**config.mk**
```make
export PLATFORM = sky130hd
export DESIGN_NAME = svm_sector_finder
export DESIGN_NICKNAME = d
export VERILOG_FILES = /design/src/rtl/svm_sector_pkg.sv /design/src/rtl/svm_sat_abs.sv /design/src/rtl/svm_const_scale.sv /design/src/rtl/svm_sector_pick.sv /design/src/rtl/svm_sector_finder.sv
export SDC_FILE = /design/constraint.sdc
export NUM_CORES = 1
export LEC_CHECK = 0
export ABC_AREA = 1
export BUFFER_PORTS_ARGS = -buffer_cell sky130_fd_sc_hd__clkbuf_2
export CAP_MARGIN = 20
export CORE_AREA = 2 2 102 143
export CTS_CLUSTER_DIAMETER = 200
export CTS_CLUSTER_SIZE = 40
export DETAILED_ROUTE_END_ITERATION = 8
export DIE_AREA = 0 0 104 145
export PLACE_DENSITY_LB_ADDON = 0.08
export SLEW_MARGIN = 30
export SYNTH_ARGS = -nofsm -noshare
export SYNTH_HDL_FRONTEND = slang
export SYNTH_SLANG_ARGS = --single-unit
export TNS_END_PERCENT = 1
```
**constraint.sdc**
```tcl
create_clock -name clk -period 10.6 [get_ports clk]
set_clock_uncertainty 0.05 [all_clocks]
set_input_delay 0.53 -clock clk [delete_from_list [all_inputs] [get_ports clk]]
set_output_delay 0.53 -clock clk [all_outputs]
set_load 0.02 [all_outputs]
```
**src/rtl/svm_sector_pkg.sv**
```systemverilog
package svm_sector_pkg;

    typedef logic [2:0] sector_t;

    localparam sector_t SEC_1 = 3'd1;
    localparam sector_t SEC_2 = 3'd2;
    localparam sector_t SEC_3 = 3'd3;
    localparam sector_t SEC_4 = 3'd4;
    localparam sector_t SEC_5 = 3'd5;
    localparam sector_t SEC_6 = 3'd6;

    // quadrant named by the signs of (alpha, beta)
    typedef enum logic [1:0] {
        QUAD_PP = 2'b00,
        QUAD_NP = 2'b01,
        QUAD_PN = 2'b10,
        QUAD_NN = 2'b11
    } quad_e;

    typedef struct packed {
        logic    vld;
        sector_t sec;
    } finder_state_t;

    localparam finder_state_t FINDER_RESET = '{vld: 1'b0, sec: SEC_1};

endpackage

```
**src/rtl/svm_sat_abs.sv**
```systemverilog
module svm_sat_abs #(
    parameter int W = 16
) (
    input  logic [W-1:0] value_i,
    output logic [W-2:0] mag_o
);
    localparam logic [W-1:0] MOST_NEG = {1'b1, {(W-1){1'b0}}};
    localparam logic [W-2:0] MAG_MAX  = {(W-1){1'b1}};

    logic [W-1:0] negated;

    always_comb begin
        negated = ~value_i + 1'b1;
        if (value_i == MOST_NEG) begin
            mag_o = MAG_MAX;
        end else if (value_i[W-1]) begin
            mag_o = (W-1)'(negated);
        end else begin
            mag_o = (W-1)'(value_i);
        end
    end
endmodule

```
**src/rtl/svm_const_scale.sv**
```systemverilog
module svm_const_scale #(
    parameter int          W        = 15,
    parameter int          FRAC     = 15,
    parameter logic [W-1:0] COEF    = 15'h49E7,
    parameter bit          ROUND_EN = 1'b1
) (
    input  logic [W-1:0] mag_i,
    output logic [W-1:0] scaled_o
);
    localparam int PW = 2 * W;

    logic [PW-1:0] product;
    logic [PW-1:0] biased;

    assign product = {{W{1'b0}}, mag_i} * {{W{1'b0}}, COEF};

    generate
        if (ROUND_EN) begin : g_round
            localparam logic [PW-1:0] HALF = PW'(1) << (FRAC - 1);
            assign biased = product + HALF;
        end else begin : g_trunc
            assign biased = product;
        end
    endgenerate

    assign scaled_o = W'(biased >> FRAC);
endmodule

```
**src/rtl/svm_sector_pick.sv**
```systemverilog
module svm_sector_pick
    import svm_sector_pkg::*;
(
    input  logic    alpha_neg_i,
    input  logic    beta_neg_i,
    input  logic    beta_wins_i,
    output sector_t sector_o
);
    quad_e quad;

    always_comb begin
        quad = quad_e'({beta_neg_i, alpha_neg_i});
        unique case (quad)
            QUAD_PP: sector_o = beta_wins_i ? SEC_2 : SEC_1;
            QUAD_NP: sector_o = beta_wins_i ? SEC_2 : SEC_3;
            QUAD_PN: sector_o = beta_wins_i ? SEC_5 : SEC_6;
            QUAD_NN: sector_o = beta_wins_i ? SEC_5 : SEC_4;
            default: sector_o = SEC_1;
        endcase
    end
endmodule

```
**src/rtl/svm_sector_finder.sv**
```systemverilog
module svm_sector_finder
    import svm_sector_pkg::*;
#(
    parameter int  DATA_W    = 16,
    parameter int  FRAC_W    = 15,
    parameter logic [DATA_W-2:0] INV_SQRT3 = 15'h49E7,
    parameter bit  ROUND_EN  = 1'b1
) (
    input  logic              clk,
    input  logic              rst_n,
    input  logic              in_valid,
    input  logic [DATA_W-1:0] alpha,
    input  logic [DATA_W-1:0] beta,
    output logic              out_valid,
    output logic [2:0]        sector
);
    localparam int MAG_W = DATA_W - 1;

    logic [MAG_W-1:0] alpha_mag;
    logic [MAG_W-1:0] beta_mag;
    logic [MAG_W-1:0] beta_scaled;
    logic             beta_wins;
    sector_t          sec_pick;

    finder_state_t state_d, state_q;

    svm_sat_abs #(.W(DATA_W)) u_abs_alpha (
        .value_i (alpha),
        .mag_o   (alpha_mag)
    );

    svm_sat_abs #(.W(DATA_W)) u_abs_beta (
        .value_i (beta),
        .mag_o   (beta_mag)
    );

    svm_const_scale #(
        .W        (MAG_W),
        .FRAC     (FRAC_W),
        .COEF     (INV_SQRT3),
        .ROUND_EN (ROUND_EN)
    ) u_scale (
        .mag_i    (beta_mag),
        .scaled_o (beta_scaled)
    );

    assign beta_wins = beta_scaled > alpha_mag;

    svm_sector_pick u_pick (
        .alpha_neg_i (alpha[DATA_W-1]),
        .beta_neg_i  (beta[DATA_W-1]),
        .beta_wins_i (beta_wins),
        .sector_o    (sec_pick)
    );

    always_comb begin
        state_d     = state_q;
        state_d.vld = in_valid;
        if (in_valid) begin
            state_d.sec = sec_pick;
        end
    end

    always_ff @(posedge clk) begin
        if (!rst_n) begin
            state_q <= FINDER_RESET;
        end else begin
            state_q <= state_d;
        end
    end

    assign out_valid = state_q.vld;
    assign sector    = state_q.sec;
endmodule

```
[Yosys cells after proc, flatten, opt, wreduce, memory -nomap -nowiden]
Cells that the tools add are included.
Widths: inputs -> output; s select.
Storage, ports and cells
  register bits: 4
  output and inout port bits: 4
  logic and storage cells: 24
Cells by class
  add/subtract/negate cells: 3
  multipliers: 1
  $lt $le $gt $ge: 1
  equal/unequal tests: 5
  multiplexer cells: 9
  bitwise gates (word level): 2
  reduce and logical (&&, ||, !) cells: 1
Operators with widths (count)
  $mux 15: 4
  $eq 16x16->1 const B: 2
  $add 15x1->15 const B: 2
  $add 30x15->30 const B: 1
  $mul 15x15->30 const B: 1
  $not 15->15: 2
  $gt 15x15->1: 1
  $pmux 3 s4: 1
  $eq 2x2->1 const B: 2
  $mux 2: 2
  $eq 2x1->1 const B: 1
  $logic_not 2->1: 1
  $mux 1: 2

[Longest topological paths before layout]
Gate-level depths: netlist of the first run.
  depth after elaboration: 9
  mapped depth: 44
  mapped depth without buffers: 44

[Hierarchy]
From an unflattened synthesis of the first run, not the netlist that was laid out.
Unflattened totals
  cells, all modules: 861
  area, all modules: 6165.9 sq um
By module, submodules not included
  svm_const_scale: instances 1, cells each 577, area an instance 4581.9 sq um
  svm_sat_abs: instances 2, cells each 93, area an instance 489.2 sq um
  svm_sector_finder: instances 1, cells each 88, area an instance 559.3 sq um
  svm_sector_pick: instances 1, cells each 10, area an instance 46.3 sq um

[Worst setup path after synthesis of the first run]
No wires, ideal clock.
  path type: input to register
  start: input port beta[0]
  end: register state_q (netlist bit sector[0])
  setup time: 0.125 ns
  arrival time: 6.806 ns
  data required time: 10.425 ns
  setup slack: 3.619 ns
  stages on the path: 40
  buffers on the path: 0
  cells stage by stage: inv_1 ha_1 nand4_2 nor3_2 nand2_2 nand2_1 o211ai_1 nand3_1 inv_1 fa_1 inv_1 ha_1 fa_1 inv_1 fa_1 inv_1 fa_1 inv_1 [4 not listed] or2_1 nand2_1 a21oi_1 nand2_1 nand2_1 nand2_1 nand2_1 nand2_1 ha_1 nand2_1 nor2_1 nand3_1 nor2_1 nand2_1 nand2_1 nand2_1 o21ai_0 o21ai_0
Between the ends
  longest elaborated chain between the ends: 9
  elaborated cells on any way between the ends: 13
Ends and longest elaborated chain
  start, declared: RTL line svm_sector_finder.sv:13  | input logic [DATA_W-1:0] beta,
  $not 15->15: RTL line svm_sat_abs.sv:13  | negated = ~value_i + 1'b1;
  $add 15x1->15: RTL line svm_sat_abs.sv:13
  $mux 15: RTL line svm_sat_abs.sv:16  | end else if (value_i[W-1]) begin
  $mux 15 *: RTL line svm_sat_abs.sv:14  | if (value_i == MOST_NEG) begin
  $mul 15x15->30 *: RTL line svm_const_scale.sv:15  | assign product = {{W{1'b0}}, mag_i} * {{W{1'b0}}, COEF};
  $add 30x15->30 *: RTL line svm_const_scale.sv:20  | assign biased = product + HALF;
  $gt 15x15->1 *: RTL line svm_sector_finder.sv:47  | assign beta_wins = beta_scaled > alpha_mag;
  $mux 1 (tied with other cells): RTL line svm_sector_pick.sv:17  | QUAD_NN: sector_o = beta_wins_i ? SEC_5 : SEC_4;
  $pmux 3 s4 *: RTL line svm_sector_pick.sv:13  | unique case (quad)
  end signal, assigned: RTL line svm_sector_finder.sv:68  | state_q <= state_d;
  end, declared: RTL line svm_sector_finder.sv:25  | finder_state_t state_d, state_q;
Every way passes the cells marked *; elsewhere a longest branch is shown, timed or not.
A chain may end at the register's enable or synchronous reset.

[Final worst setup path of the first run]
  start: input port beta[15]
  end: register state_q (netlist bit sector[0])
Between the ends
  longest elaborated chain between the ends: 7
  elaborated cells on any way between the ends: 15
Ends and longest elaborated chain (RTL line)
  $eq 16x16->1 / $mux 15 (equally long branches): svm_sat_abs.sv:14, svm_sat_abs.sv:16
  $mux 15: svm_sat_abs.sv:14
  $mul 15x15->30: svm_const_scale.sv:15
  $add 30x15->30: svm_const_scale.sv:20
  $gt 15x15->1: svm_sector_finder.sv:47
  $mux 1 (tied with other cells): svm_sector_pick.sv:17
  $pmux 3 s4 *: svm_sector_pick.sv:13
Marks and branches as above.

==> metrics.cfg, run 1 <==
[timing]
finalHoldViolCount = 0
tns_ps = 0
slew_violations = 0
rsz0062_at_grt = no
max-slew-margin-rel = 0.685
fmax_mhz = 125
setup_viol = 0
post-route-min-period_ps = 7990
worst_pin_slew_ps = 472
period_share = 0.753

[worst_setup_path]
critPathTopFamily = adder cells
critical_path_class = input pin to flip-flop
cpPeakStageDelay_ps = 560
critical_path_arrival_ps = 8040
start_kind = input pin
critPathSlowestCell = fa_1
path_buf_inv = 9
crit_path_frequent_cell = nand2_1
cp-end-kind = flip-flop
crit_required_ps = 10660
worst-path-max-fanout = 14

[detailed_routing]
vias_per_cell = 4.96
ant_nets = 0
drt_pass1_iterations = 4
wire_per_inst_um = 15.2
routed_wl_um = 15400
drt_iter0_drc = 131
drcViolationCount = 0
vias = 5037

[global_route]
grt_pass1_vias = 5510
grt_max_degree = 16
antenna_found_initial = 0
grt_pass1_wl_um = 26000
track_usage = 0.214
grt_overflow = 0

[final_layout]
area_delta_synth_final_pct = 8.36
nFillCells = 1497
final_common_cell = inv_1
diodes = 0
final_nets = 1076
layout_common_cells = 188 x inv_1, 141 x nand2_1, 137 x ha_1
drive_above_1_share = 0.0807

[logic_synthesis]
synth_top_area_cell = ha_1
ys_seq_area_frac = 0.0137
synth_cells = 791
synth.avg_cell_area_um2 = 7.38
synth.distinct_cells = 38
yosysWarnings = 0
yosysTopAreaCellShare = 0.294
synth_seq_cells = 4
synth_area_leaders = ha_1 29%, fa_1 25%, inv_1 12%
synth_nets = 1035
syn_area_um2 = 5830

[die]
die_y_um = 145
die_area_um2 = 15100
fp.dieW_um = 104
placementRows = 51
io_pins = 39
core_area_um2 = 13800
initial_core_util = 0.423

[hold_path]
hold_path.class = flip-flop to flip-flop

[clock_network]
path_clk_slew_ps = 30
worstSkewPairLatency_ps = 230
cts_tree = yes
cts_root_buffer = clkbuf_16
clk_path_buf_depth = 2
htree_num_levels = 1
cts_sinks = 4
cts_setup_buffers = 0
cts_buffers = 3
hold_buffers = 0
post_cts_resize_count = 0

[job]
cap_violations = 0

[placement]
dp_hpwl_um = 14400
gp_congestion = 0.919
portBuffers = 38

[outcome]
outcome = finished clean

stage by stage:
step	hold WS, ps	cells	setup WS (ps)	util	instance area [um^2]
after floorplan	542	791	3620	-	5830
after global placement	431	1012	2400	0.453	6250
after detailed placement	434	1012	2380	0.453	6250
after CTS	441	1015	2590	0.459	6320
after global routing	477	1015	2010	0.459	6320
final	437	1015	2610	0.459	6320
worst min-delay path, stage by stage, from the launching register on:
cell	delay [ps]
dfxtp_1	310
a21boi_0	70
o21ai_0	60
worst paths after layout:
| path | from | end | slack (ps) | cells past startpoint |
|---|---|---|---|---|
| max | beta[15] | sector[0] | 2610 | 38 |
| min | sector[0] | sector[0] | 440 | 2 |
| max reg2reg | sector[0] | sector[0] | 9890 | 2 |
| min reg2reg | sector[0] | sector[0] | 440 | 2 |
logic make-up after synthesis:
| family | after synthesis | share of synthesized area |
|---|---|---|
| AOI/OAI and AO/OA | 98 | 0.0903 |
| buffers and inverters | 193 | 0.124 |
| xor gates and xnor gates | 19 | 0.0285 |
| adders and majority gates | 209 | 0.541 |
| DFF | 4 | 0.0137 |
| and+or+nand+nor | 268 | 0.202 |
sequential cells by signal, summed over array words and instances, names as in the netlist:
name / flops
out_valid: 1
sector: 3
routing by layer:
layer	wire length, um	global-route usage	vias up
li1	-	-	2590
met1	5860	0.232	2338
met2	8740	0.434	75
met3	199	0.00719	34
met4	604	0.0764	0
met5	0	0	-
Yosys cell counts (all sizes together):
cell,count
inv,191
nand2,145
ha,137
fa,72
nor2,54
a21oi,51
nand3,37
o21ai,34
nor3,18
xor2,16
nand4,7
or2,5
dfxtp,4
o211ai,3
xnor2,3
a31oi,2
a211oi,1
a21boi,1
a21o,1
a31o,1
and3,1
buf,1
clkbuf,1
nand3b,1
o21a,1
o21bai,1
o31ai,1
o41ai,1
final cells by class:
class | instances | area, um^2 | share of cell area
Inverter | 191 | 717 | 0.113
Clock buffer | 3 | 75.1 | 0.0119
Timing Repair Buffer | 38 | 190 | 0.0301
Multi-Input combinational cell | 594 | 5030 | 0.795
Tap cell | 185 | 231 | 0.0366
Sequential cell | 4 | 80.1 | 0.0127
Power of run 1 is left out: the tool's default activity adds up to more than one toggle a clock period on the data nets, which glitch-free logic cannot reach.
==> run 2, diff against run 1 <==
- clock period: 10.6 -> 6.5 ns (I/O delays scaled with it)
==> metrics.cfg, run 2 (synthesis gave the netlist of run 1 again) <==
[outcome]
outcome = complete, but fails checks  ; was finished clean
failed_checks = setup timing

[placement]
dp_hpwl_um = 15800  ; was 14,400 um
dp.cells = 1137  ; was 1,012
dpl_worst_slack_ps = -820  ; was 2380 ps
gp_congestion = 0.916  ; was 0.919
portBuffers = 38  ; unchanged

[final_layout]
drive_above_1_share = 0.349  ; was 0.0807
final_common_cell = inv_1  ; unchanged
final_nets = 1209  ; was 1,076
finalNonFillerCells = 1148  ; was 1,015
layout_common_cells = 162 x inv_1, 131 x buf_4, 113 x nand2_1  ; was 188 x inv_1, 141 x nand2_1, 137 x ha_1
fin_util = 0.591  ; was 0.459
area_delta_synth_final_pct = 39.5  ; was 8.36%
largest_reg_flops = 3  ; unchanged
diodes = 0  ; unchanged

[clock_network]
cts_sinks = 4  ; unchanged
cts_tree = yes  ; unchanged
htree_num_levels = 1  ; unchanged
hold_buffers = 0  ; unchanged
clk_path_buf_depth = 2  ; unchanged
worstSkewPairLatency_ps = 220  ; was 230 ps
cts_buffers = 3  ; unchanged
path_clk_slew_ps = 30  ; about the same
cts_root_buffer = clkbuf_16  ; unchanged

[timing]
worst_pin_slew_ps = 412  ; was 472 ps
rsz0062_at_grt = yes  ; was no
period_share = 1.04
post-route-min-period_ps = 6750
setup_slack_ps = -254  ; was 2610 ps
max-slew-margin-rel = 0.722  ; was 0.685
setup_viol = 2  ; was 0
fmax_mhz = 148
slew_violations = 0  ; unchanged
finalHoldViolCount = 0  ; unchanged

[worst_setup_path]
rrSetupSlack_ps = 5790  ; was 9890 ps
crit_required_ps = 6560  ; was 10,660 ps
cpPeakStageDelay_ps = 560  ; about the same
cp-end-kind = flip-flop  ; unchanged
crit_path_frequent_cell = nand2_2  ; was nand2_1
critical_path_class = input pin to flip-flop  ; unchanged
critPathSlowestCell = fa_1  ; unchanged
critical_path_arrival_ps = 6810  ; was 8040 ps
start_kind = input pin  ; unchanged
worst-path-max-fanout = 7  ; was 14

[die]
fp.dieW_um = 104  ; unchanged
io_pins = 39  ; unchanged
placementRows = 51  ; unchanged
initial_core_util = 0.423  ; unchanged
die_y_um = 145  ; unchanged
die_area_um2 = 15100  ; unchanged
core_area_um2 = 13800  ; unchanged

[global_route]
grt_pass1_wl_um = 29200  ; was 26,000 um
antenna_found_initial = 0  ; unchanged
grt_overflow = 0  ; unchanged
grt_pass1_vias = 6182  ; was 5,510
grt_max_degree = 16  ; unchanged
track_usage = 0.239  ; was 0.214

[detailed_routing]
vias = 5719  ; was 5,037
ant_nets = 0  ; unchanged
drt_pass1_iterations = 4  ; unchanged
routed_wl_um = 17600  ; was 15,400 um
wire_per_inst_um = 15.4  ; was 15.2 um
vias_per_cell = 4.98  ; was 4.96
drt_iter0_drc = 119  ; was 131
drcViolationCount = 0  ; unchanged

[hold_path]
hold_path.class = input pin to flip-flop  ; was flip-flop to flip-flop

[job]
cap_violations = 0  ; unchanged

-- run 2: worst max-delay path, delay by kind of cell --
kind            cells  cell delay, ps
fa+ha+maj           9            3530
simple gates       20            2280
compound gates      3             260
buf+inv             6             400
-- run 2: layout make-up --
cell class	instances	area, um^2
fillers	1333	5640
clock buffers	3	75.1
well taps	185	231
multi-input cells	594	5830
inverters	191	727
flip-flops and latches	4	80.1
repair buffers	171	1200
-- run 2: timing repair --
item	CTS	global route
buffers inserted	1	7
gates resized for setup	37	85
pin swaps	19	46
setup endpoints to repair	2	2
-- run 2: worst paths after layout --
kind               end      start  cells after the start
min          out_valid      rst_n                      3
max          sector[0]    beta[0]                     38
min reg2reg  sector[0]  sector[0]                      2
max reg2reg  sector[0]  sector[0]                      2
-- run 2: per-layer routing --
layer | vias up | part of all wire | track usage
met5 | - | 0 | 0
met4 | 0 | 0.051 | 0.0926
met3 | 47 | 0.018 | 0.0117
met2 | 98 | 0.59 | 0.501
met1 | 2714 | 0.34 | 0.239
li1 | 2860 | - | -
-- run 2: metrics by stage --
step / TNS [ps] / area (um^2) / hold WS (ps)
after global routing: -1210 / 8140 / 285
after global placement: -1440 / 7460 / 428
final: -503 / 8140 / 276
after CTS: -390 / 7710 / 267
after detailed placement: -1600 / 7460 / 433
after floorplan: 0 / 6110 / 364
Power of run 2 is left out for the same reason.
==> run 3, diff against run 2 <==
- CTS_BUF_LIST: unset -> sky130_fd_sc_hd__clkbuf_8 sky130_fd_sc_hd__clkbuf_16
- SETUP_SLACK_MARGIN: unset -> 0.02
==> metrics.cfg, run 3 (synthesis gave the netlist of run 1 again) <==
[outcome]
outcome = complete, but fails checks  ; unchanged
failed_checks = setup timing  ; unchanged

[die]
die_area_um2 = 15100  ; unchanged
die_y_um = 145  ; unchanged
initial_core_util = 0.423  ; unchanged
io_pins = 39  ; unchanged
core_area_um2 = 13800  ; unchanged
fp.dieW_um = 104  ; unchanged
placementRows = 51  ; unchanged

[clock_network]
hold_buffers = 0  ; unchanged
cts_sinks = 4  ; unchanged
cts_tree = yes  ; unchanged
htree_num_levels = 1  ; unchanged
cts_buffers = 3  ; unchanged
clk_path_buf_depth = 2  ; unchanged
worstSkewPairLatency_ps = 230  ; was 220 ps
cts_root_buffer = clkbuf_16  ; unchanged
path_clk_slew_ps = 30  ; about the same

[final_layout]
diodes = 0  ; unchanged
final_common_cell = inv_1  ; unchanged
area_delta_synth_final_pct = 34.1  ; was 39.5%
seq_area_um2 = 80.1  ; unchanged
layout_common_cells = 166 x inv_1, 126 x buf_4, 124 x nand2_1  ; was 162 x inv_1, 131 x buf_4, 113 x nand2_1
final_nets = 1202  ; was 1,209
nFillCells = 1369  ; was 1,333
largest_reg_flops = 3  ; unchanged
multi_input_area_um2 = 5570  ; was 5830 um^2
drive_above_1_share = 0.305  ; was 0.349

[worst_setup_path]
critical_path_class = input pin to flip-flop  ; unchanged
start_kind = input pin  ; unchanged
critical_path_arrival_ps = 6710  ; was 6810 ps
r2r_cells = 2  ; unchanged
cp-end-kind = flip-flop  ; unchanged
worst-path-max-fanout = 7  ; unchanged
crit_required_ps = 6560  ; about the same
cpPeakStageDelay_ps = 500  ; was 560 ps
critPathSlowestCell = fa_1  ; unchanged

[timing]
rsz0062_at_grt = yes  ; unchanged
post-route-min-period_ps = 6650  ; was 6750 ps
period_share = 1.02  ; was 1.04
slew_violations = 0  ; unchanged
finalHoldViolCount = 0  ; unchanged
holdWs_ps = 302  ; was 276 ps
setup_slack_ps = -154  ; was -254 ps
setup_viol = 2  ; unchanged
fmax_mhz = 150  ; was 148 MHz
max-slew-margin-rel = 0.731  ; was 0.722
worst_pin_slew_ps = 398  ; was 412 ps

[global_route]
grt_pass1_wl_um = 28600  ; was 29,200 um
grt_pass1_vias = 6283  ; was 6,182
antenna_found_initial = 0  ; unchanged
grt_max_degree = 16  ; unchanged
grt_overflow = 0  ; unchanged
track_usage = 0.232  ; was 0.239

[detailed_routing]
vias = 5679  ; was 5,719
ant_nets = 0  ; unchanged
routed_wl_um = 16600  ; was 17,600 um
drcViolationCount = 0  ; unchanged
drt_iter0_drc = 151  ; was 119
drt_pass1_iterations = 4  ; unchanged
wire_per_inst_um = 14.6  ; was 15.4 um
vias_per_cell = 4.98  ; about the same

[job]
cap_violations = 0  ; unchanged

[hold_path]
hold_path.class = input pin to flip-flop  ; unchanged
holdPathStages = 3  ; unchanged

[placement]
gp_congestion = 0.927  ; was 0.916
portBuffers = 38  ; unchanged
dp_hpwl_um = 15200  ; was 15,800 um

run 3: critical path, delay by kind of cell:
kind / cells / cell delay, ps
compound gates: 4 / 430
fa+ha+maj: 9 / 3340
buf+inv: 11 / 890
simple gates: 15 / 1570
xor+xnor: 1 / 180
run 3: path summary, 6_finish.rpt:
kind	startpoint	end	slack (ps)
setup / recovery	beta[1]	sector[0]	-150
hold / removal	rst_n	out_valid	300
setup reg to reg	sector[0]	sector[0]	5780
hold reg to reg	sector[0]	sector[0]	450
run 3: final cells by class:
cell class / instances / share of cell area
clock buffers: 3 / 0.00960
inverters: 191 / 0.0926
multi-input cells: 594 / 0.713
flip-flops and latches: 4 / 0.0102
well taps: 185 / 0.0296
repair buffers: 164 / 0.145
run 3: layer usage:
layer  up-vias  GRT usage  wire length, um
li1       2851          -                -
met1      2685      0.235             6000
met2        95      0.477             9550
met3        48    0.00584              218
met4         0      0.105              875
met5         -          0                0
run 3: stage by stage:
stage	util	setup slack (ps)	setup TNS [ps]	instances	cell area [um^2]
finish	0.567	-154	-286	1141	7820
global route	0.567	-535	-1050	1141	7820
CTS	0.565	-152	-289	1141	7790
detailed placement	0.541	-792	-1570	1134	7450
global placement	0.541	-690	-1380	1134	7450
floorplan	-	29.5	0	791	6120
run 3: timing repair:
action / 4_1_cts / 5_1_grt
gates resized for setup: 52 / 6
pin swaps: 25 / 4
gates cloned: 0 / 0
setup endpoints to repair: 2 / 2
setup buffers: 4 / 0
Power of run 3 is left out for the same reason.
